==> config.mk <==
export PLATFORM = sky130hd
export DESIGN_NAME = pcm_serial_port
export DESIGN_NICKNAME = d
export VERILOG_FILES = /design/src/rtl/pcm_pkg.sv /design/src/rtl/pcm_sync.sv /design/src/rtl/pcm_mode_sense.sv /design/src/rtl/pcm_tx.sv /design/src/rtl/pcm_rx.sv /design/src/rtl/pcm_serial_port.sv
export SDC_FILE = /design/constraint.sdc
export NUM_CORES = 1
export LEC_CHECK = 0
export ABC_AREA = 1
export CORE_MARGIN = 2
export CORE_UTILIZATION = 41
export CTS_CLUSTER_DIAMETER = 150
export DETAILED_ROUTE_END_ITERATION = 16
export SLEW_MARGIN = 15
export SYNTH_ARGS = -nofsm -noshare
export SYNTH_HDL_FRONTEND = slang
export SYNTH_SLANG_ARGS = --single-unit
==> constraint.sdc <==
create_clock -name clk -period 3.5 [get_ports clk]
set_input_delay 0.35 -clock clk [delete_from_list [all_inputs] [get_ports clk]]
set_output_delay 0.35 -clock clk [all_outputs]
set_load 0.1 [all_outputs]
==> src/rtl/pcm_pkg.sv <==
package pcm_pkg;
  typedef enum logic {
    FS_SHORT = 1'b0,
    FS_LONG  = 1'b1
  } fs_mode_e;
endpackage

==> src/rtl/pcm_sync.sv <==
// Multi-bit level synchronizer: STAGES flops per bit, reset to zero.
module pcm_sync #(
  parameter int W      = 5,
  parameter int STAGES = 2
) (
  input  logic         clk,
  input  logic         rst,
  input  logic [W-1:0] d,
  output logic [W-1:0] q
);
  logic [STAGES-1:0][W-1:0] chain;

  always_ff @(posedge clk) begin
    if (rst) begin
      chain <= '0;
    end else begin
      chain[0] <= d;
      for (int i = 1; i < STAGES; i++) chain[i] <= chain[i-1];
    end
  end

  assign q = chain[STAGES-1];
endmodule

==> src/rtl/pcm_mode_sense.sv <==
// Measures send frame-sync width in falling bit-clock edges and keeps the format.
module pcm_mode_sense
  import pcm_pkg::*;
#(
  parameter int LONG_MIN = 3
) (
  input  logic     clk,
  input  logic     rst,
  input  logic     bit_fall,
  input  logic     fs,
  output fs_mode_e mode
);
  localparam int CW = $clog2(LONG_MIN + 1);

  logic [CW-1:0] width_q;

  always_ff @(posedge clk) begin
    if (rst) begin
      width_q <= '0;
      mode    <= FS_SHORT;
    end else if (bit_fall) begin
      if (fs) begin
        if (width_q != CW'(LONG_MIN)) width_q <= width_q + 1'b1;
      end else if (width_q != '0) begin
        if (width_q == CW'(1))             mode <= FS_SHORT;
        else if (width_q == CW'(LONG_MIN)) mode <= FS_LONG;
        width_q <= '0;
      end
    end
  end
endmodule

==> src/rtl/pcm_tx.sv <==
// Send shifter: frame start depends on format, bits move on rising edges,
// release on the falling edge after the last bit.
module pcm_tx
  import pcm_pkg::*;
#(
  parameter int DATA_W = 8
) (
  input  logic              clk,
  input  logic              rst,
  input  logic              bit_rise,
  input  logic              bit_fall,
  input  logic              fs,
  input  fs_mode_e          mode,
  input  logic [DATA_W-1:0] load_data,
  output logic              sdo,
  output logic              sdo_en
);
  localparam int CNT_W = $clog2(DATA_W + 1);

  logic              fs_at_rise, fs_at_fall, armed, active;
  logic [DATA_W-1:0] shreg;
  logic [CNT_W-1:0]  sent;
  logic              start;

  always_comb begin
    start = 1'b0;
    if (bit_rise) begin
      if (mode == FS_LONG) start = fs && !fs_at_rise;
      else                 start = armed;
    end
  end

  always_ff @(posedge clk) begin
    if (rst) begin
      fs_at_rise <= 1'b0;
      fs_at_fall <= 1'b0;
      armed      <= 1'b0;
      active     <= 1'b0;
      shreg      <= '0;
      sent       <= '0;
      sdo        <= 1'b0;
      sdo_en     <= 1'b0;
    end else begin
      if (bit_rise) begin
        fs_at_rise <= fs;
        if (start) begin
          sdo    <= load_data[DATA_W-1];
          shreg  <= load_data << 1;
          sdo_en <= 1'b1;
          active <= 1'b1;
          armed  <= 1'b0;
          sent   <= CNT_W'(1);
        end else if (active && sent != CNT_W'(DATA_W)) begin
          sdo   <= shreg[DATA_W-1];
          shreg <= shreg << 1;
          sent  <= sent + 1'b1;
        end
      end
      if (bit_fall) begin
        fs_at_fall <= fs;
        armed      <= (mode == FS_SHORT) && fs && !fs_at_fall;
        if (active && sent == CNT_W'(DATA_W)) begin
          active <= 1'b0;
          sdo_en <= 1'b0;
          sdo    <= 1'b0;
        end
      end
    end
  end
endmodule

==> src/rtl/pcm_rx.sv <==
// Receive shifter: samples on falling edges, restarts on any new frame start.
module pcm_rx
  import pcm_pkg::*;
#(
  parameter int DATA_W = 8
) (
  input  logic              clk,
  input  logic              rst,
  input  logic              bit_fall,
  input  logic              fs,
  input  logic              sdi,
  input  fs_mode_e          mode,
  output logic [DATA_W-1:0] byte_out,
  output logic              byte_stb
);
  localparam int CNT_W = $clog2(DATA_W + 1);

  logic              fs_prev, active;
  logic [DATA_W-1:0] shreg;
  logic [CNT_W-1:0]  got;
  logic              fs_new;
  logic [DATA_W-1:0] next_sh;

  assign fs_new  = fs && !fs_prev;
  assign next_sh = {shreg[DATA_W-2:0], sdi};

  always_ff @(posedge clk) begin
    if (rst) begin
      fs_prev  <= 1'b0;
      active   <= 1'b0;
      shreg    <= '0;
      got      <= '0;
      byte_out <= '0;
      byte_stb <= 1'b0;
    end else begin
      byte_stb <= 1'b0;
      if (bit_fall) begin
        fs_prev <= fs;
        if (fs_new && mode == FS_LONG) begin
          shreg  <= next_sh;
          got    <= CNT_W'(1);
          active <= 1'b1;
        end else if (fs_new) begin
          got    <= '0;
          active <= 1'b1;
        end else if (active) begin
          shreg <= next_sh;
          got   <= got + 1'b1;
          if (got == CNT_W'(DATA_W - 1)) begin
            byte_out <= next_sh;
            byte_stb <= 1'b1;
            active   <= 1'b0;
          end
        end
      end
    end
  end
endmodule

==> src/rtl/pcm_serial_port.sv <==
module pcm_serial_port
  import pcm_pkg::*;
#(
  parameter int DATA_W      = 8,
  parameter int SYNC_STAGES = 2,
  parameter int LONG_MIN    = 3
) (
  input  logic              clk,
  input  logic              rst,
  input  logic              sync_mode,
  input  logic              tx_bitclk,
  input  logic              rx_bitclk,
  input  logic              tx_fsync,
  input  logic              rx_fsync,
  input  logic              ser_in,
  input  logic [DATA_W-1:0] tx_data,
  output logic              ser_out,
  output logic              ser_oe,
  output logic [DATA_W-1:0] rx_data,
  output logic              rx_valid,
  output logic              long_fsync
);
  localparam int NSYNC = 5;

  logic [NSYNC-1:0] raw_in, synced;
  logic s_rxclk, s_txclk, s_rxfs, s_txfs, s_din;
  logic txclk_d, rxclk_d;
  logic tx_rise, tx_fall, rxc_fall, rx_fall;
  fs_mode_e mode;

  assign raw_in = {rx_bitclk, tx_bitclk, rx_fsync, tx_fsync, ser_in};

  pcm_sync #(.W(NSYNC), .STAGES(SYNC_STAGES)) u_sync (
    .clk(clk), .rst(rst), .d(raw_in), .q(synced)
  );

  assign {s_rxclk, s_txclk, s_rxfs, s_txfs, s_din} = synced;

  always_ff @(posedge clk) begin
    if (rst) begin
      txclk_d <= 1'b0;
      rxclk_d <= 1'b0;
    end else begin
      txclk_d <= s_txclk;
      rxclk_d <= s_rxclk;
    end
  end

  assign tx_rise  = s_txclk && !txclk_d;
  assign tx_fall  = !s_txclk && txclk_d;
  assign rxc_fall = !s_rxclk && rxclk_d;
  assign rx_fall  = sync_mode ? tx_fall : rxc_fall;

  pcm_mode_sense #(.LONG_MIN(LONG_MIN)) u_mode (
    .clk(clk), .rst(rst), .bit_fall(tx_fall), .fs(s_txfs), .mode(mode)
  );

  assign long_fsync = (mode == FS_LONG);

  pcm_tx #(.DATA_W(DATA_W)) u_tx (
    .clk(clk), .rst(rst), .bit_rise(tx_rise), .bit_fall(tx_fall),
    .fs(s_txfs), .mode(mode), .load_data(tx_data),
    .sdo(ser_out), .sdo_en(ser_oe)
  );

  pcm_rx #(.DATA_W(DATA_W)) u_rx (
    .clk(clk), .rst(rst), .bit_fall(rx_fall), .fs(s_rxfs), .sdi(s_din),
    .mode(mode), .byte_out(rx_data), .byte_stb(rx_valid)
  );
endmodule

# == Word-level counts from Yosys, hierarchy flattened ==
# Cells that the tools add are included.
# W data, S select, Z words.
# word_totals
wordCells,108
reg_bits,55
output_inout_bits,12
input_bits,16
# op_classes
eq_ne,8
n_reduce_logical,32
bitwise,6
addsub,3
n_mux,39
# ops
op,n
$mux W1,26
$mux W7,3
$mux W4,5
$mux W8,2
$reduce_bool A2 Y1,7
$logic_and A1 B1 Y1,10
$add A4 B1 Y4 const B,2
$logic_not A1 Y1,6
$mux W2,3
$not A1 Y1,6
$reduce_and A2 Y1,3
$reduce_and A3 Y1,2
$reduce_and A5 Y1,1
$reduce_or A5 Y1,1
$eq A4 B3 Y1 const B,1
$eq A4 B4 Y1 const B,1
$ne A2 B2 Y1 const B,2
$ne A4 B4 Y1 const B,1
$reduce_and A4 Y1,1
$reduce_bool A3 Y1,1
$add A2 B1 Y2 const B,1
$eq A2 B1 Y1 const B,1
$eq A2 B2 Y1 const B,1
$ne A2 B1 Y1 const B,1

# == Depth between registers and ports, before layout ==
# depth
depth_word,8
depth_mapped,9

# == Modules after synthesis ==
# A second synthesis with hierarchy kept.
# hier_totals
cells_unflattened,337
hier_area_um2,2472.4
# by_module_without_submodules
mod,cells_each,instances,area_per_inst_um2
pcm_rx,139,1,1017.2
pcm_tx,117,1,842.1
pcm_sync,36,1,324.1
pcm_mode_sense,32,1,205.2
pcm_serial_port,13,1,83.8

# == Worst setup path after synthesis ==
# Ideal clock, no wire load.
# synth_path
kind,flip-flop to flip-flop
from,register u_mode.mode
to,register u_tx.shreg[7]
synth_period_minus_slack_ns,1.907
stages_incl_launch_ff,7
required_ns,3.384
slack_ns,1.593
setup_time_ns,0.116
arrival_ns,1.791
path_cell_list,dfxtp_1 nand2_1 buf_2 nand3_1 nand2_1 nor2_1 nor2_1
# synth_between
elab_chain_cells,4
elab_cells_between_ends,5
classes_between,mux: 3; reduce/logical: 2
# synth_rtl
item,line,text
"start, declared",pcm_mode_sense.sv:11,output fs_mode_e mode
"start signal, assigned",pcm_mode_sense.sv:20,mode <= FS_SHORT;
"start signal, assigned",pcm_mode_sense.sv:25,if (width_q == CW'(1)) mode <= FS_SHORT;
"start signal, assigned",pcm_mode_sense.sv:26,else if (width_q == CW'(LONG_MIN)) mode <= FS_LONG;
$mux W1 *,pcm_tx.sv:28,if (mode == FS_LONG) start = fs && !fs_at_rise;
$mux W1 *,pcm_tx.sv:27,if (bit_rise) begin
$reduce_bool A2 Y1 (no source line),--,
$reduce_and A2 Y1 (no source line),--,
"end signal, assigned",pcm_tx.sv:48,shreg <= load_data << 1;
"end signal, assigned",pcm_tx.sv:55,shreg <= shreg << 1;
"end, declared",pcm_tx.sv:21,logic [DATA_W-1:0] shreg;
# Every way passes the cells marked *; elsewhere a longest branch is shown, timed or not.
# A chain may end at the register's enable or synchronous reset.

# == Worst setup path in the final report ==
# layout_path
from,register u_mode.mode
to,output long_fsync
# layout_rtl
item,line,text
"end, declared",pcm_serial_port.sv:21,output logic long_fsync
# No word-level cell between the ends.

==> flow_metrics.py <==
metrics = {
    "finish": {
        "n_antenna_cell": 0,
        "fillers": 578,
        "stdcell_count": 442,
        "register_area_um2": 1080,
        "multi_input_area_um2": 1090,
        "final_area_um2": 2850,
        "drive_gt1_share_pct": 5.99,
        "area_growth_pct": 15.9,
        "finalCoreUtilization_pct": 48.7,
        "final_nets": 390,
    },
    "pwr": {
        "ir_worst_vdd_mv": 0.239,
        "switching_share_pct": 21.8,
        "p_clk_share_pct": 34.0,
        "p_seq_share_pct": 60.5,
        "p_switching_uw": 226,
        "internal_power_uw": 809,
        "pwr-share-comb_pct": 5.5,
        "leakagePower_uw": 0.00124,
        "power.density_nw_per_um2": 363,
    },
    "worst_setup_path": {
        "setup.worst_path.start_class": "flip-flop",
        "arrival_ns": 1.99,
        "r2r_slack_ns": 1.61,
        "max_stage_delay_ns": 1.20,
        "cp_slowest_cell": "clkdlybuf4s50_1",
        "critical_path.top_delay_family": "buffers and inverters",
        "cp_max_fo": 8,
        "path_class": "reg -> out",
        "cp.required_ns": 3.15,
        "worstPathCellList": "clkdlybuf4s50_1",
        "endpoint_kind": "output port",
        "path_buf_inv": 1,
    },
    "route": {
        "vias": 2011,
        "drtAntennaViolNets": 0,
        "via_per_inst": 4.55,
        "drc_errors": 0,
        "routed_wl_um": 4310,
        "dr.first_iter.drc_count": 105,
        "drtPass1Iterations": 4,
        "routedWlPerCell_um": 9.74,
    },
    "worst_hold_path": {
        "hold_path.class": "reg -> reg",
    },
    "floorplanning": {
        "io_pins": 28,
        "die_area_um2": 6630,
        "coreArea_um2": 5850,
        "initial_utilization_pct": 42.0,
        "rows": 28,
        "die_height_um": 81.4,
        "die_w_um": 81.4,
    },
    "global_routing": {
        "grt_use_total_pct": 14.4,
        "grt_antenna_before_repair": 0,
        "gr-total-overflow": 0,
        "grt_pass1_wl_um": 7580,
        "grt_pass1_vias": 1744,
        "grt_max_degree": 26,
    },
    "clocking": {
        "htreeDepth": 2,
        "ctsResizeCount": 0,
        "clock_latency_ns": 0.30,
        "clkTransAtPathRegs_ns": 0.09,
        "cts_buffers": 5,
        "cts-root-buf": "clkbuf_8",
        "tritoncts": "done",
        "postCtsSetupRepairBufs": 0,
        "cts_sinks": 54,
        "clk_path_buf_depth": 2,
        "post_cts_hold_buffer_count": 0,
    },
    "synthesis": {
        "syn-num-nets": 367,
        "syn-cell-area_um2": 2460,
        "synthCells": 343,
        "synth.largest_area_cell": "dfxtp_1",
        "yosys_warnings": 0,
        "synth-seq-cells": 54,
        "synth.distinct_cells": 25,
        "synth_edf_count": 0,
        "synth_top_area_share_pct": 44.0,
        "yosysSeqAreaShare_pct": 44.0,
        "synth_ff_type": "dfxtp_1",
        "async_flop_share_pct": 0,
        "ys_top_cells_by_area": "dfxtp_1, nand2_1, nor2_1, inv_1, nand3_1",
        "avgSynthCellArea_um2": 7.16,
    },
    "timing": {
        "slew_headroom_pct": 35.4,
        "skew_ns": 0.00448,
        "fin_setup_tns_ns": 0,
        "rsz0062_at_grt": "no",
        "worst_pin_slew_ns": 0.965,
        "hold_viol": 0,
        "fin_crit_sh_pct": 66.9,
        "finalSetupViolCount": 0,
        "slew_violations": 0,
        "period_minus_slack_ns": 2.34,
        "fmax_mhz": 427,
    },
    "flow_run": {
        "drv_cap": 0,
    },
    "placed_design": {
        "io_buffers": 27,
        "place_inst": 434,
        "hpwlAfterDp_um": 2980,
        "postPlaceCellArea_um2": 2760,
        "place_congestion": 0.780,
    },
    "status": {
        "outcome": "finished clean",
    },
}
==> cell type report <==
class	instances	share of cell area [%]
sequential	54	37.9
tap	75	3.29
timing repair buffer	29	10.0
clock inverter	1	0.176
inverter	54	7.11
clock buffer	7	3.03
multi-input combinational	222	38.4
==> cell usage in the layout, fill, tap and decap left out, drive strengths merged, types with 7 or more instances in the layout <==
| cell type | instances |
|---|---|
| nand3 | 31 |
| o21ai | 10 |
| clkbuf | 7 |
| clkdlybuf4s50 | 27 |
| a21oi | 24 |
| ha | 8 |
| nand3b | 11 |
| dfxtp | 54 |
| nor2 | 65 |
| nand2 | 66 |
| inv | 54 |
==> registers in the layout (all words and copies together) (netlist names), 2 cells and up <==
signal and cells:
u_rx.byte_out 8, u_rx.shreg 7, u_tx.shreg 7, u_sync.chain 5, u_sync.q 5, u_rx.got 4, u_tx.sent 4, u_mode.width_q 2
==> synthesized netlist by cell type, types with 2 or more instances <==
master / number
a21oi_1: 24
buf_2: 6
buf_4: 2
buf_6: 2
clkbuf_1: 2
dfxtp_1: 54
ha_1: 8
inv_1: 52
inv_2: 2
nand2_1: 62
nand2_2: 3
nand3_1: 29
nand3b_1: 11
nand4_1: 4
nor2_1: 61
nor2_2: 3
nor3_1: 2
o21ai_0: 9
==> metal layers <==
metal | vias to the layer above | part of all wire [%] | global-route usage [%]
met5 | - | 0 | 0
met4 | 0 | 0.88 | 4.58
met3 | 4 | 3.0 | 3.30
met2 | 26 | 46 | 23.5
met1 | 873 | 50 | 18.9
li1 | 1108 | - | -
==> logic make-up after synthesis <==
kind of cell               after synthesis  share of synthesized area (%)
and+or+nand+nor                        179                           33.0
buffers and inverters                   67                           11.5
DFF                                     54                           44.0
AOI/OAI and AO/OA                       34                           7.08
adders and majority gates                8                           4.07
xor gates and xnor gates                 1                          0.356
==> path summary, 6_finish.rpt <==
| check | from | end | cells past startpoint |
|---|---|---|---|
| worst min-delay path | u_sync.chain[4] | u_sync.q[4] | 2 |
| worst max register to register | u_tx.sent[0] | u_tx.shreg[6] | 8 |
| worst max-delay path | u_mode.mode | long_fsync | 1 |
| worst min register to register | u_sync.chain[4] | u_sync.q[4] | 2 |
==> power by group through the flow <==
stage,Combinational (µW),Clock [µW],Sequential (µW)
detailed placement,57.5,0,641
floorplan,33.4,0,640
finish,57.0,351,626
CTS,57.7,371,626
global placement,57.3,0,640
global route,64.9,393,627
==> per-stage QoR <==
step	power (µW)	setup WS, ns	hold slack, ns
CTS	1050	1.14	0.410
detailed placement	698	1.48	0.394
global route	1080	1.08	0.417
floorplan	673	1.59	0.388
global placement	698	1.48	0.390
finish	1030	1.16	0.403
(Power assumes the default switching activity.)
